[src/rtl/regdma_pkg.sv]
package regdma_pkg;
  localparam int REG_AW   = 6;
  localparam int REG_DW   = 32;
  localparam int CNT_W    = 20;
  localparam int NUM_REQ  = 8;
  localparam int SEL_W    = $clog2(NUM_REQ);

  localparam logic [REG_AW-1:0] OFS_SRC  = 6'h00;
  localparam logic [REG_AW-1:0] OFS_SCTL = 6'h04;
  localparam logic [REG_AW-1:0] OFS_DST  = 6'h08;
  localparam logic [REG_AW-1:0] OFS_DCTL = 6'h0C;
  localparam logic [REG_AW-1:0] OFS_XCTL = 6'h10;
  localparam logic [REG_AW-1:0] OFS_STAT = 6'h14;
  localparam logic [REG_AW-1:0] OFS_MASK = 6'h20;

  localparam int XC_SIZE_LO = 20;
  localparam int XC_HWTRIG  = 23;
  localparam int XC_SEL_LO  = 24;
  localparam int XC_WHOLE   = 27;
  localparam int XC_IE      = 29;

  localparam int MK_SWTRIG = 0;
  localparam int MK_ON     = 1;
  localparam int MK_STOP   = 2;

  typedef enum logic [1:0] {ENG_IDLE, ENG_RD, ENG_WR} eng_state_t;
endpackage

[src/rtl/regdma_addr_step.sv]
module regdma_addr_step #(
  parameter int AW = 32
) (
  input  logic [AW-1:0] addr_i,
  input  logic          fixed_i,
  input  logic [1:0]    size_i,
  output logic [AW-1:0] addr_o
);
  logic [AW-1:0] inc;

  always_comb begin
    case (size_i)
      2'd0:    inc = AW'(1);
      2'd1:    inc = AW'(2);
      default: inc = AW'(4);
    endcase
    addr_o = fixed_i ? addr_i : addr_i + inc;
  end
endmodule

[src/rtl/regdma_req_sel.sv]
module regdma_req_sel #(
  parameter int NREQ = 8,
  parameter int SW   = 3
) (
  input  logic            clk,
  input  logic            rst_n,
  input  logic [NREQ-1:0] hw_req,
  input  logic [SW-1:0]   sel,
  input  logic            hw_mode,
  input  logic            single_mode,
  input  logic            sw_trig,
  input  logic            unit_done,
  output logic            req_o,
  output logic [NREQ-1:0] hw_ack
);
  logic [NREQ-1:0] req_prev;
  logic [NREQ-1:0] rise;
  logic            ack_fire;

  always_ff @(posedge clk) begin
    if (!rst_n) req_prev <= '0;
    else        req_prev <= hw_req;
  end

  assign rise     = hw_req & ~req_prev;
  assign req_o    = hw_mode ? rise[sel] : sw_trig;
  assign ack_fire = unit_done && hw_mode && single_mode;

  for (genvar i = 0; i < NREQ; i++) begin : g_ack
    assign hw_ack[i] = ack_fire && (sel == SW'(i));
  end
endmodule

[src/rtl/regdma_engine.sv]
module regdma_engine
  import regdma_pkg::*;
#(
  parameter int AW = 32,
  parameter int DW = 32,
  parameter int CW = 20
) (
  input  logic          clk,
  input  logic          rst_n,
  input  logic          arm_i,
  input  logic          stop_i,
  input  logic          req_i,
  input  logic          whole_i,
  input  logic [1:0]    size_i,
  input  logic          src_fix_i,
  input  logic          dst_fix_i,
  input  logic          src_bus_i,
  input  logic          dst_bus_i,
  input  logic [CW-1:0] load_cnt_i,
  input  logic [AW-1:0] src_base_i,
  input  logic [AW-1:0] dst_base_i,
  output logic          active_o,
  output logic [CW-1:0] cnt_o,
  output logic          unit_done_o,
  output logic          last_done_o,
  output logic          m_valid,
  input  logic          m_ready,
  output logic          m_write,
  output logic [AW-1:0] m_addr,
  output logic [1:0]    m_size,
  output logic          m_bus,
  output logic [DW-1:0] m_wdata,
  input  logic [DW-1:0] m_rdata
);
  eng_state_t    state;
  logic [AW-1:0] src_cur, dst_cur, src_nxt, dst_nxt;
  logic [CW-1:0] cnt;
  logic [DW-1:0] hold;
  logic          active;
  logic          wr_fire, is_last;

  regdma_addr_step #(.AW(AW)) u_src_step (
    .addr_i(src_cur), .fixed_i(src_fix_i), .size_i(size_i), .addr_o(src_nxt));
  regdma_addr_step #(.AW(AW)) u_dst_step (
    .addr_i(dst_cur), .fixed_i(dst_fix_i), .size_i(size_i), .addr_o(dst_nxt));

  assign wr_fire = (state == ENG_WR) && m_ready;
  assign is_last = (cnt == CW'(1));

  always_ff @(posedge clk) begin
    if (!rst_n) begin
      state       <= ENG_IDLE;
      active      <= 1'b0;
      cnt         <= '0;
      src_cur     <= '0;
      dst_cur     <= '0;
      hold        <= '0;
      unit_done_o <= 1'b0;
      last_done_o <= 1'b0;
    end else begin
      unit_done_o <= wr_fire && !stop_i;
      last_done_o <= wr_fire && !stop_i && is_last;
      if (stop_i) begin
        active <= 1'b0;
        state  <= ENG_IDLE;
      end else if (arm_i) begin
        active  <= 1'b1;
        cnt     <= load_cnt_i;
        src_cur <= src_base_i;
        dst_cur <= dst_base_i;
        state   <= ENG_IDLE;
      end else begin
        case (state)
          ENG_IDLE: if (active && req_i) state <= ENG_RD;
          ENG_RD: if (m_ready) begin
            hold  <= m_rdata;
            state <= ENG_WR;
          end
          ENG_WR: if (m_ready) begin
            cnt     <= cnt - CW'(1);
            src_cur <= src_nxt;
            dst_cur <= dst_nxt;
            if (is_last) begin
              active <= 1'b0;
              state  <= ENG_IDLE;
            end else if (whole_i) begin
              state <= ENG_RD;
            end else begin
              state <= ENG_IDLE;
            end
          end
          default: state <= ENG_IDLE;
        endcase
      end
    end
  end

  assign active_o = active;
  assign cnt_o    = cnt;
  assign m_valid  = (state != ENG_IDLE);
  assign m_write  = (state == ENG_WR);
  assign m_addr   = m_write ? dst_cur : src_cur;
  assign m_bus    = m_write ? dst_bus_i : src_bus_i;
  assign m_size   = size_i;
  assign m_wdata  = hold;
endmodule

[src/rtl/regdma_channel.sv]
module regdma_channel
  import regdma_pkg::*;
#(
  parameter int AW = 32,
  parameter int DW = 32
) (
  input  logic              clk,
  input  logic              rst_n,
  input  logic              cfg_we,
  input  logic [REG_AW-1:0] cfg_addr,
  input  logic [REG_DW-1:0] cfg_wdata,
  output logic [REG_DW-1:0] cfg_rdata,
  input  logic [NUM_REQ-1:0] hw_req,
  output logic [NUM_REQ-1:0] hw_ack,
  output logic              irq,
  output logic              m_valid,
  input  logic              m_ready,
  output logic              m_write,
  output logic [AW-1:0]     m_addr,
  output logic [1:0]        m_size,
  output logic              m_bus,
  output logic [DW-1:0]     m_wdata,
  input  logic [DW-1:0]     m_rdata
);
  logic [AW-1:0]     src_base, dst_base;
  logic [1:0]        src_ctl, dst_ctl;
  logic [REG_DW-1:0] xctl;
  logic              sw_trig;
  logic              chan_on;
  logic [CNT_W-1:0]  cur_cnt;
  logic              unit_done, last_done, req;
  logic              mask_wr, arm, stop_w;

  assign mask_wr = cfg_we && (cfg_addr == OFS_MASK);
  assign arm     = mask_wr && cfg_wdata[MK_ON] && !cfg_wdata[MK_STOP] &&
                   !chan_on && (xctl[CNT_W-1:0] != '0);
  assign stop_w  = mask_wr && chan_on &&
                   (cfg_wdata[MK_STOP] || !cfg_wdata[MK_ON]);

  always_ff @(posedge clk) begin
    if (!rst_n) begin
      src_base <= '0;
      dst_base <= '0;
      src_ctl  <= '0;
      dst_ctl  <= '0;
      xctl     <= '0;
      sw_trig  <= 1'b0;
    end else begin
      sw_trig <= mask_wr && cfg_wdata[MK_SWTRIG];
      if (cfg_we) begin
        case (cfg_addr)
          OFS_SRC:  src_base <= AW'(cfg_wdata);
          OFS_SCTL: src_ctl  <= cfg_wdata[1:0];
          OFS_DST:  dst_base <= AW'(cfg_wdata);
          OFS_DCTL: dst_ctl  <= cfg_wdata[1:0];
          OFS_XCTL: xctl     <= cfg_wdata;
          default: ;
        endcase
      end
    end
  end

  always_comb begin
    case (cfg_addr)
      OFS_SRC:  cfg_rdata = REG_DW'(src_base);
      OFS_SCTL: cfg_rdata = {30'b0, src_ctl};
      OFS_DST:  cfg_rdata = REG_DW'(dst_base);
      OFS_DCTL: cfg_rdata = {30'b0, dst_ctl};
      OFS_XCTL: cfg_rdata = xctl;
      OFS_STAT: cfg_rdata = {11'b0, chan_on, cur_cnt};
      OFS_MASK: cfg_rdata = {29'b0, 1'b0, chan_on, sw_trig};
      default:  cfg_rdata = '0;
    endcase
  end

  regdma_req_sel #(.NREQ(NUM_REQ), .SW(SEL_W)) u_req (
    .clk(clk), .rst_n(rst_n), .hw_req(hw_req),
    .sel(xctl[XC_SEL_LO +: SEL_W]), .hw_mode(xctl[XC_HWTRIG]),
    .single_mode(!xctl[XC_WHOLE]), .sw_trig(sw_trig),
    .unit_done(unit_done), .req_o(req), .hw_ack(hw_ack));

  regdma_engine #(.AW(AW), .DW(DW), .CW(CNT_W)) u_eng (
    .clk(clk), .rst_n(rst_n), .arm_i(arm), .stop_i(stop_w), .req_i(req),
    .whole_i(xctl[XC_WHOLE]), .size_i(xctl[XC_SIZE_LO +: 2]),
    .src_fix_i(src_ctl[0]), .dst_fix_i(dst_ctl[0]),
    .src_bus_i(src_ctl[1]), .dst_bus_i(dst_ctl[1]),
    .load_cnt_i(xctl[CNT_W-1:0]), .src_base_i(src_base), .dst_base_i(dst_base),
    .active_o(chan_on), .cnt_o(cur_cnt), .unit_done_o(unit_done),
    .last_done_o(last_done), .m_valid(m_valid), .m_ready(m_ready),
    .m_write(m_write), .m_addr(m_addr), .m_size(m_size), .m_bus(m_bus),
    .m_wdata(m_wdata), .m_rdata(m_rdata));

  assign irq = last_done && xctl[XC_IE];
endmodule

[config.mk]
export PLATFORM = sky130hd
export DESIGN_NAME = regdma_channel
export DESIGN_NICKNAME = d
export VERILOG_FILES = /design/src/rtl/regdma_pkg.sv /design/src/rtl/regdma_addr_step.sv /design/src/rtl/regdma_req_sel.sv /design/src/rtl/regdma_engine.sv /design/src/rtl/regdma_channel.sv
export SDC_FILE = /design/constraint.sdc
export NUM_CORES = 1
export LEC_CHECK = 0
export BUFFER_PORTS_ARGS = -buffer_cell sky130_fd_sc_hd__clkbuf_2
export CAP_MARGIN = 20
export CORE_ASPECT_RATIO = 0.9
export CORE_MARGIN = 1
export CORE_UTILIZATION = 35
export DETAILED_ROUTE_END_ITERATION = 10
export PLACE_DENSITY_LB_ADDON = 0.15
export RECOVER_POWER = 25
export SLEW_MARGIN = 20
export SYNTH_ARGS = -nofsm -noshare
export SYNTH_HDL_FRONTEND = slang
export SYNTH_HIERARCHICAL = 1
export SYNTH_SLANG_ARGS = --single-unit
[constraint.sdc]
create_clock -name clk -period 4.5 [get_ports clk]
set_input_delay 0.675 -clock clk [delete_from_list [all_inputs] [get_ports clk]]
set_output_delay 0.675 -clock clk [all_outputs]
set_load 0.01 [all_outputs]
==> summary.txt, run 1 <==
Yosys
  • Area leader, netlist: dfxtp_1
  • Yosys top cell area share: 0.372
  • Synthesized flop and latch total: 230
  • Ys flop type: dfxtp_1
  • Cells after Synth: 1514
  • Sequential fraction of the synthesis area: 0.372
  • Post-synth ARST share: 0
  • Synth Warn #: 6
  • Syn Std Cell Area: 0.0124 mm²
  • Dominant cells by area after synthesis: dfxtp_1 (37%), nand2_1 (11%), mux2i_1 (8.7%), a211oi_1 (4.2%), nor2_1 (3.2%)
  • EDFF count, synth: 0
  • Syn Nets: 1606
  • Syn_area_per_cell: 8.18 µm²
  • Synth unique cells: 84

Clocking
  • Root buffer cell: clkbuf_16
  • Clk slew on worst S/H paths: 0.06 ns
  • CTS Buffer Depth: 3
  • CTS buffer count: 27
  • Sink Count: 230
  • Clk_lat worst skew: 0.56 ns
  • CTS tree: done
  • Hold Buf Count CTS: 0
  • H-tree depth: 1
  • Setup Buffers After CTS: 0
  • Post_cts resized: 0

Place
  • Dpl cells: 2077
  • RePlAce Congestion: 0.868
  • PortBufs: 191
  • DPL Wire Length: 29100 µm

Timing
  • Crit path time final: 3.45 ns
  • Slew HR: -0.444
  • Clock skew: 0.0204 ns
  • Final period utilization: 0.767
  • RSZ-0062 raised after global routing: false
  • F_max: 0.290 GHz
  • Setup violators final: 0
  • Count of final max-slew check failures: 85
  • Final hold viol count: 0
  • Setup TNS Final: 0 ns
  • Worst-Margin Slew: 2.17 ns

GRT
  • Total Routing Usage GR: 0.223
  • Vias in the first global route: 10652
  • Grt ovf: 0
  • Global-route wire length before repair: 63700 µm
  • Largest net degree at the start of global routing: 80
  • Initial antenna violation count: 2

Run
  • Maxcap violations: 2

Outcome
  • Failing checks: max-capacitance violations, max-slew violations
  • Run status: finished, violations left

Drt
  • Residual DRC count: 0
  • DRT Wirelength: 41300 µm
  • DR vias: 11379
  • Antenna Nets Post-Route: 0
  • Pre-antenna DRT Iters: 4
  • Routed metal-1 wire length: 19700 µm
  • DR vias/cell: 5.36
  • WL/cell: 19.5 µm
  • Met3 wire len: 1950 µm
  • DRT iter0 DRCs: 694
  • Top layer reached by signal wires: met5
  • Met2 WL post-DR: 18700 µm

Setup path
  • Critical path origin: rst_n
  • WP data required: 4.98 ns
  • Reg2Reg Depth: 9
  • Critical Path Source Type: input pin
  • Worst R2R Start: xctl[21]
  • Critical path class: input pin to register
  • Reg2reg setup slack: 1.63 ns
  • Reg2reg end: u_eng/dst_cur[31]
  • CP arrival: 3.93 ns
  • Worst setup EP type: register
  • Critical path peak fanout: 68

Power
  • Leak: 0.00561 µW
  • Pwr Density: 305 mW/mm²
  • Max VDD drop: 0.334 mV

Floorplanning
  • IO Pins: 192
  • Die Footprint: 0.0361 mm²
  • Core Area: 0.0344 mm²
  • Initial core utilization: 0.360
  • Die W: 200 µm
  • Chip height: 180 µm
  • Row count: 64

Final layout
  • Nets: 1736
  • Layout cells sized above 1: 0.163
  • Area grow syn2layout: 16.6%
  • N_diodes: 0
  • Register area: 0.00460 mm²
  • Multi-input logic area: 0.00720 mm²
  • Final std cells w/o fill: 2123
  • Fillers: 3623

Hold path
  • Hold path startpoint: m_rdata[19]
  • Hold Crit Depth: 3
  • Worst min path class: input pin to register
  • Hold path endpoint: u_eng/m_wdata[19]
-- flip-flops by register name (all words and copies together) (netlist names), 2 cells and up --
signal / cells
u_eng/cnt_o: 20
src_base: 32
u_eng/dst_cur: 32
src_ctl: 2
u_req/req_prev: 8
dst_base: 32
u_eng/m_wdata: 32
xctl: 32
u_eng/src_cur: 32
u_eng/state: 2
dst_ctl: 2
-- per-stage QoR --
| stage | worst slack, ns | hold slack (ns) | total power [µW] | area [µm²] | utilization |
|---|---|---|---|---|---|
| 2_1_floorplan | 1.46 | 0.439 | 2160 | 12400 | - |
| 3_3_place_gp | 0.959 | 0.441 | 2240 | 13600 | 0.395 |
| 3_5_place_dp | 0.815 | 0.447 | 2240 | 13600 | 0.395 |
| 4_1_cts | 1.22 | 0.312 | 4440 | 14500 | 0.421 |
| 5_1_grt | 0.733 | 0.323 | 4540 | 14400 | 0.419 |
| 6_report | 1.05 | 0.332 | 4400 | 14400 | 0.419 |
-- cells by family (layout without fill, tap and decap cells) --
logic type,after synthesis,in the layout,share of synthesized area
adders and majority gates,10,10,0.0113
AOI/OAI and AO/OA,291,291,0.167
and+or+nand+nor,674,674,0.263
xor gates and xnor gates,60,60,0.0424
muxes,116,116,0.0946
buffers and inverters,133,280,0.0496
DFF,230,230,0.372
-- cell usage after synthesis, types with 17 or more instances --
cell      number
a211oi_1      69
a21boi_1      30
a21oi_1       46
a221o_1       20
a22o_1        19
a22oi_1       19
and2_1        17
buf_2         35
clkbuf_1      61
dfxtp_1      230
inv_1         20
mux2i_1      108
nand2_1      362
nand3_1       52
nor2_1       107
nor3_1        21
o21ai_0       38
xnor2_1       33
xor2_1        27
-- worst max-delay path, cell delays in order --
cell	delay, ns
clkbuf_1	1.51
clkbuf_2	1.16
nand2_1	0.32
mux2i_1	0.23
-- per-layer routing --
| layer | GRT usage | vias to the layer above |
|---|---|---|
| li1 | - | 5602 |
| met1 | 0.313 | 5442 |
| met2 | 0.354 | 278 |
| met3 | 0.0354 | 53 |
| met4 | 0.0537 | 4 |
| met5 | 0 | - |
-- layout make-up --
cell class              instances  area share
clock inverters                 6     0.00485
repair buffers                212      0.0764
flip-flops and latches        230       0.319
clock buffers                  40      0.0557
inverters                      22     0.00580
well taps                     462      0.0400
multi-input cells            1151       0.498
-- where the power goes --
| part | total, µW | switching [µW] | leakage [µW] | internal, µW |
|---|---|---|---|---|
| Sequential | 2050 | 6.14 | 0.00185 | 2040 |
| Clock | 2210 | 920 | 0.000425 | 1290 |
| Combinational | 141 | 90.9 | 0.00333 | 49.8 |
-- placed cells by master, fill, tap and decap left out, types with 38 or more instances in the layout --
cell type	synthesis	routed
a21oi_1	46	46
o21ai_0	38	38
clkbuf_1	61	39
nor2_1	107	107
nand3_1	52	51
clkbuf_2	0	159
dfxtp_1	230	230
mux2i_1	108	108
nand2_1	362	360
a211oi_1	69	69
-- worst max path at each step --
stage                              endpoint  slack (ns)  depth (start not counted)
final                            src_ctl[0]        1.05                          4
after global routing           src_base[22]        0.73                          4
after CTS                      cfg_rdata[4]        1.22                          6
after detailed placement  u_eng/dst_cur[27]        0.82                         10
after global placement     u_eng/m_wdata[1]        0.96                          9
after floorplan              u_eng/cnt_o[6]        1.46                         11
Power figures use the tool's default switching activity.
==> run 2, diff against run 1 <==
Settings changed: ABC_AREA set to 1.
Clock period 4.5 ns to 3.5 ns, I/O delays scaled along.
==> summary.txt, run 2 <==
GRT
  • Largest net degree at the start of global routing: 129 (+61%)
  • Vias in the first global route: 12963 (+22%)
  • Grt ovf: 0 (unchanged)
  • Global-route wire length before repair: 74000 µm (+16%)
  • Initial antenna violation count: 0 (-2)
  • Total Routing Usage GR: 0.235 (+0.0125)

Floorplanning
  • Row count: 67 (+4.7%)
  • Initial core utilization: 0.359 (-0.000751)
  • Core Area: 0.0376 mm² (+9.1%)
  • Chip height: 188 µm (+4.3%)
  • Die Footprint: 0.0393 mm² (+8.7%)
  • IO Pins: 192 (unchanged)
  • Die W: 209 µm (+4.3%)

Yosys
  • Synthesized flop and latch total: 230 (unchanged)
  • Top-count cell post-synth: nand2_1
  • Dominant cells by area after synthesis: dfxtp_1 (34%), nand2_1 (22%), nor2_1 (12%), o21ai_0 (4.3%), inv_1 (3.7%)
  • Synth unique cells: 42 (-50%)
  • Cells after Synth: 2193 (+45%)
  • Sequential fraction of the synthesis area: 0.342 (-0.0302)
  • Ys flop type: dfxtp_1
  • Synth cell count leaders: nand2_1 (793), nor2_1 (424), dfxtp_1 (230)
  • EDFF count, synth: 0 (unchanged)
  • Area leader, netlist: dfxtp_1
  • Syn Std Cell Area: 0.0135 mm² (+8.8%)
  • Syn_area_per_cell: 6.15 µm² (-25%)
  • Yosys top cell area share: 0.342 (-0.0302)
  • Synth Warn #: 6 (unchanged)
  • Post-synth ARST share: 0 (unchanged)
  • Syn Nets: 2285 (+42%)

Power
  • Leak: 0.00680 µW (+21%)
  • Max VDD drop: 0.315 mV (-5.7%)
  • Post-layout power: 5890 µW (+34%)
  • Pwr Density: 379 mW/mm² (+25%)

Timing
  • Crit path time final: 3.00 ns
  • Final hold viol count: 0 (unchanged)
  • F_max: 0.333 GHz
  • Hold Worst Slack: 0.165 ns (-0.166 ns)
  • RSZ-0062 raised after global routing: false
  • Final period utilization: 0.857
  • Setup TNS Final: 0 ns (unchanged)
  • Worst-Margin Slew: 1.36 ns (-0.809 ns)
  • Setup violators final: 0 (unchanged)
  • Count of final max-slew check failures: 0 (-100%)
  • Slew HR: 0.0952 (+0.539)
  • Clock skew: 0.0102 ns (-0.0102 ns)
  • Fin worst setup slack: 0.501 ns (-0.547 ns)

Clocking
  • Setup Buffers After CTS: 0 (unchanged)
  • CTS buffer count: 29 (+7.4%)
  • CTS tree: done
  • Hold Buf Count CTS: 0 (unchanged)
  • Root buffer cell: clkbuf_16
  • H-tree depth: 1 (unchanged)
  • Clk slew on worst S/H paths: 0.05 ns (about the same)
  • Post_cts resized: 0 (unchanged)
  • Sink Count: 230 (unchanged)
  • CTS Buffer Depth: 3 (unchanged)
  • Clk_lat worst skew: 0.55 ns (about the same)

Drt
  • DR vias/cell: 5.03 (-6.2%)
  • WL/cell: 16.6 µm (-15%)
  • DRT iter0 DRCs: 1216 (+75%)
  • DR vias: 14204 (+25%)
  • Antenna Nets Post-Route: 0 (unchanged)
  • DRT Wirelength: 46900 µm (+13%)
  • Residual DRC count: 0 (unchanged)
  • Pre-antenna DRT Iters: 5 (+1)

Setup path
  • Critical Path Source Type: input pin
  • WP data required: 2.97 ns (-2.01 ns)
  • Critical path peak fanout: 37 (-46%)
  • Worst setup EP type: output port
  • CP arrival: 2.47 ns (-1.46 ns)
  • Critical path class: input pin to output port

Place
  • PortBufs: 191 (unchanged)
  • DPL Wire Length: 33800 µm (+16%)
  • RePlAce Congestion: 0.886 (+2.0%)
  • Post-Place Worst Slack: 0.387 ns (-0.428 ns)

Final layout
  • Most frequent cells in the layout: nand2_1 (793), nor2_1 (424), dfxtp_1 (230)
  • Layout cells sized above 1: 0.128 (-0.0354)
  • Area grow syn2layout: 15.2%
  • Final core occ: 0.413 (-0.00599)
  • Commonest non-fill, non-tap cell in the layout: nand2_1
  • Nets: 2412 (+39%)
  • N_diodes: 0 (unchanged)

Outcome
  • Run status: completed

Hold path
  • Worst min path class: input pin to register

Run
  • Maxcap violations: 0 (-2)
[run 2: metal layers]
layer / vias up / global-route usage / wire length [µm]
met2: 422 / 0.358 / 20500
li1: 7185 / - / -
met5: - / 0 / 0
met4: 0 / 0.0430 / 769
met3: 55 / 0.0357 / 3010
met1: 6542 / 0.349 / 22600
[run 2: critical path, stage by stage]
cell and delay (ns):
clkbuf_2 0.08, nor2_1 0.14, buf_4 0.39, nand3_1 0.23, inv_1 0.49, buf_12 0.23, nand2_1 0.06, nand4_1 0.15
clkbuf_2 0.16
[run 2: per-stage QoR]
stage	std cells	area (µm²)
after floorplan	2193	13500
after global placement	2772	14700
after detailed placement	2772	14700
after CTS	2824	15600
after global routing	2824	15500
final	2824	15500
[run 2: final timing paths]
| check | from | to | slack [ns] | cells after the start |
|---|---|---|---|---|
| worst max-delay path | cfg_addr[1] | cfg_rdata[15] | 0.50 | 9 |
| worst min register to register | xctl[22] | xctl[22] | 0.48 | 2 |
| worst min-delay path | hw_req[0] | u_req/req_prev[0] | 0.17 | 3 |
| worst max register to register | xctl[16] | u_eng/cnt_o[5] | 0.73 | 12 |
[run 2: final cells by class]
type                            count  area (µm²)
Multi-Input combinational cell   1703        7730
Timing Repair Buffer              212        1100
Clock buffer                       41         811
Fill cell                        4164       22000
Tap cell                          483         604
Clock inverter                     11         140
Inverter                          144         543
Sequential cell                   230        4600
[run 2: kinds of logic (layout without fill, tap and decap cells)]
family                     count (synthesis)  in the layout  synth area share
adders and majority gates                 10             10            0.0104
xor gates and xnor gates                  37             37            0.0240
buffers and inverters                    260            408            0.0837
AOI/OAI and AO/OA                        218            218            0.0905
DFF                                      230            230             0.342
and+or+nand+nor                         1438           1438             0.450
[run 2: power by group]
group | total (µW) | switching (µW) | internal [µW]
Clock | 3010 | 1190 | 1820
Combinational | 231 | 154 | 77.2
Sequential | 2650 | 12.6 | 2630
Total | 5890 | 1350 | 4530
==> run 3, diff against run 2 <==
Settings changed: ABC_AREA 1 to unset.
==> summary.txt, run 3 (same netlist as run 1, synthesis figures left out) <==
Outcome
  • Run status: finished, violations left
  • Failing checks: max-capacitance violations, max-slew violations

Place
  • RePlAce Congestion: 0.860 (-3.0%)
  • DPL Wire Length: 29500 µm (-13%)
  • PortBufs: 191 (unchanged)
  • Dpl cells: 2086 (-25%)
  • DP Area: 0.0137 mm² (-6.4%)

Final layout
  • Area grow syn2layout: 17.0%
  • N_diodes: 0 (unchanged)
  • Most frequent cells in the layout: nand2_1 (360), dfxtp_1 (230), clkbuf_2 (157)
  • Commonest non-fill, non-tap cell in the layout: nand2_1
  • Final core occ: 0.421 (+0.00737)
  • Final std cells w/o fill: 2128 (-25%)
  • Layout cells sized above 1: 0.163 (+0.0355)
  • Finished Cell Area: 0.0145 mm² (-6.7%)
  • Nets: 1745 (-28%)

Clocking
  • CTS buffer count: 27 (-6.9%)
  • H-tree depth: 1 (unchanged)
  • Setup Buffers After CTS: 0 (unchanged)
  • Root buffer cell: clkbuf_16
  • CTS Buffer Depth: 3 (unchanged)
  • Clk slew on worst S/H paths: 0.06 ns (about the same)
  • CTS tree: done
  • Post_cts resized: 0 (unchanged)
  • Clk_lat worst skew: 0.55 ns (about the same)
  • Sink Count: 230 (unchanged)
  • Hold Buf Count CTS: 0 (unchanged)

Run
  • Maxcap violations: 2 (+2)

GRT
  • GR Layer Usage met3: 0.0369 (+0.00122)
  • Total Routing Usage GR: 0.225 (-0.0100)
  • Met2 Use GR: 0.358 (about the same)
  • Vias in the first global route: 10625 (-18%)
  • GRT Max-Usage Layer: met2
  • Global-route wire length before repair: 64200 µm (-13%)
  • Initial antenna violation count: 1 (+1)
  • Largest net degree at the start of global routing: 93 (-28%)
  • Grt ovf: 0 (unchanged)
  • Met1 Track Usage GR: 0.319 (-0.0302)

Timing
  • Setup violators final: 0 (unchanged)
  • Slew HR: -0.264 (-0.359)
  • Worst-Margin Slew: 1.90 ns (+0.539 ns)
  • RSZ-0062 raised after global routing: false
  • Final period utilization: 0.868 (+0.0109)
  • F_max: 0.329 GHz (-1.3%)
  • Clock skew: 0.0124 ns (+0.00215 ns)
  • Setup TNS Final: 0 ns (unchanged)
  • Crit path time final: 3.04 ns (+0.0383 ns)
  • Final hold viol count: 0 (unchanged)
  • Count of final max-slew check failures: 80 (+80)

Floorplanning
  • IO Pins: 192 (unchanged)
  • Chip height: 180 µm (-4.1%)
  • Die Footprint: 0.0361 mm² (-8.0%)
  • Core Area: 0.0344 mm² (-8.3%)
  • Initial core utilization: 0.360 (+0.000751)
  • Die W: 200 µm (-4.1%)
  • Row count: 64 (-4.5%)

Power
  • Pwr Density: 382 mW/mm² (+0.67%)
  • Max VDD drop: 0.323 mV (+2.7%)
  • Leak: 0.00564 µW (-17%)

Hold path
  • Worst min path class: input pin to register
  • Hold path endpoint: u_req/req_prev[4]
  • Hold Crit Depth: 2 (-1)
  • Hold path startpoint: hw_req[4]

Setup path
  • Reg2reg setup slack: 0.79 ns (+0.06 ns)
  • Worst setup EP type: output port
  • Critical path peak fanout: 19 (-49%)
  • WP data required: 2.97 ns (about the same)
  • Critical Path Source Type: input pin
  • Critical path class: input pin to output port
  • Reg2reg end: u_eng/dst_cur[22]
  • CP arrival: 2.51 ns (+0.04 ns)
  • Worst R2R Start: xctl[20]
  • Reg2Reg Depth: 9 (-3)

Drt
  • Antenna Nets Post-Route: 0 (unchanged)
  • Residual DRC count: 0 (unchanged)
  • DR vias/cell: 5.40 (+7.4%)
  • Pre-antenna DRT Iters: 5 (unchanged)
  • DRT iter0 DRCs: 955 (-21%)
  • DR vias: 11494 (-19%)
  • WL/cell: 19.6 µm (+18%)
  • DRT Wirelength: 41800 µm (-11%)
run 3: cell types whose count changed in the layout (fill, tap and decap cells not counted), sizes merged, moves of 70 or more:
cell | before | now
a211oi | 0 | 70
inv | 143 | 21
mux2i | 0 | 108
nand2 | 811 | 363
nor2 | 458 | 108
o21ai | 120 | 41
run 3: worst max-delay path by stage:
stage / startpoint / endpoint / slack (ns) / cells past startpoint
floorplan: cfg_addr[2] / u_eng/cnt_o[6] / 0.61 / 11
global placement: cfg_addr[3] / u_eng/m_wdata[1] / 0.15 / 10
detailed placement: cfg_addr[3] / u_eng/dst_cur[31] / 0.09 / 9
global route: cfg_addr[3] / u_eng/src_cur[29] / 0.14 / 10
CTS: cfg_addr[1] / cfg_rdata[4] / 0.46 / 6
finish: cfg_addr[3] / cfg_rdata[19] / 0.46 / 6
run 3: through the flow:
step           hold WS (ns)  setup slack, ns  total power (µW)
2_1_floorplan         0.439            0.609              2780
3_3_place_gp          0.442            0.145              2880
3_5_place_dp          0.446           0.0868              2880
4_1_cts               0.176            0.459              5600
5_1_grt               0.181            0.139              5720
6_report              0.190            0.463              5530
run 3: power by group:
group / switching (µW) / internal, µW / leakage [µW] / total [µW]
Sequential: 7.77 / 2630 / 0.00185 / 2640
Clock: 1120 / 1590 / 0.000413 / 2710
Combinational: 121 / 64.1 / 0.00337 / 185
run 3: layout make-up:
class | instances | area, µm²
inverters | 22 | 83.8
well taps | 462 | 578
clock inverters | 6 | 55.1
repair buffers | 221 | 1210
fillers | 3580 | 19900
flip-flops and latches | 230 | 4600
multi-input cells | 1151 | 7190
clock buffers | 36 | 769
run 3: critical path, cell delays in order:
cell	delay, ns
clkbuf_1	0.17
inv_1	0.19
and3_1	0.22
and2_1	0.86
a221o_1	0.38
clkbuf_2	0.16
run 3: per-layer routing:
layer | part of all wire | vias up | routed length [µm]
met5 | 0.00031 | - | 13
met4 | 0.017 | 2 | 704
met3 | 0.058 | 47 | 2420
met2 | 0.46 | 330 | 19000
met1 | 0.47 | 5505 | 19600
li1 | - | 5610 | -
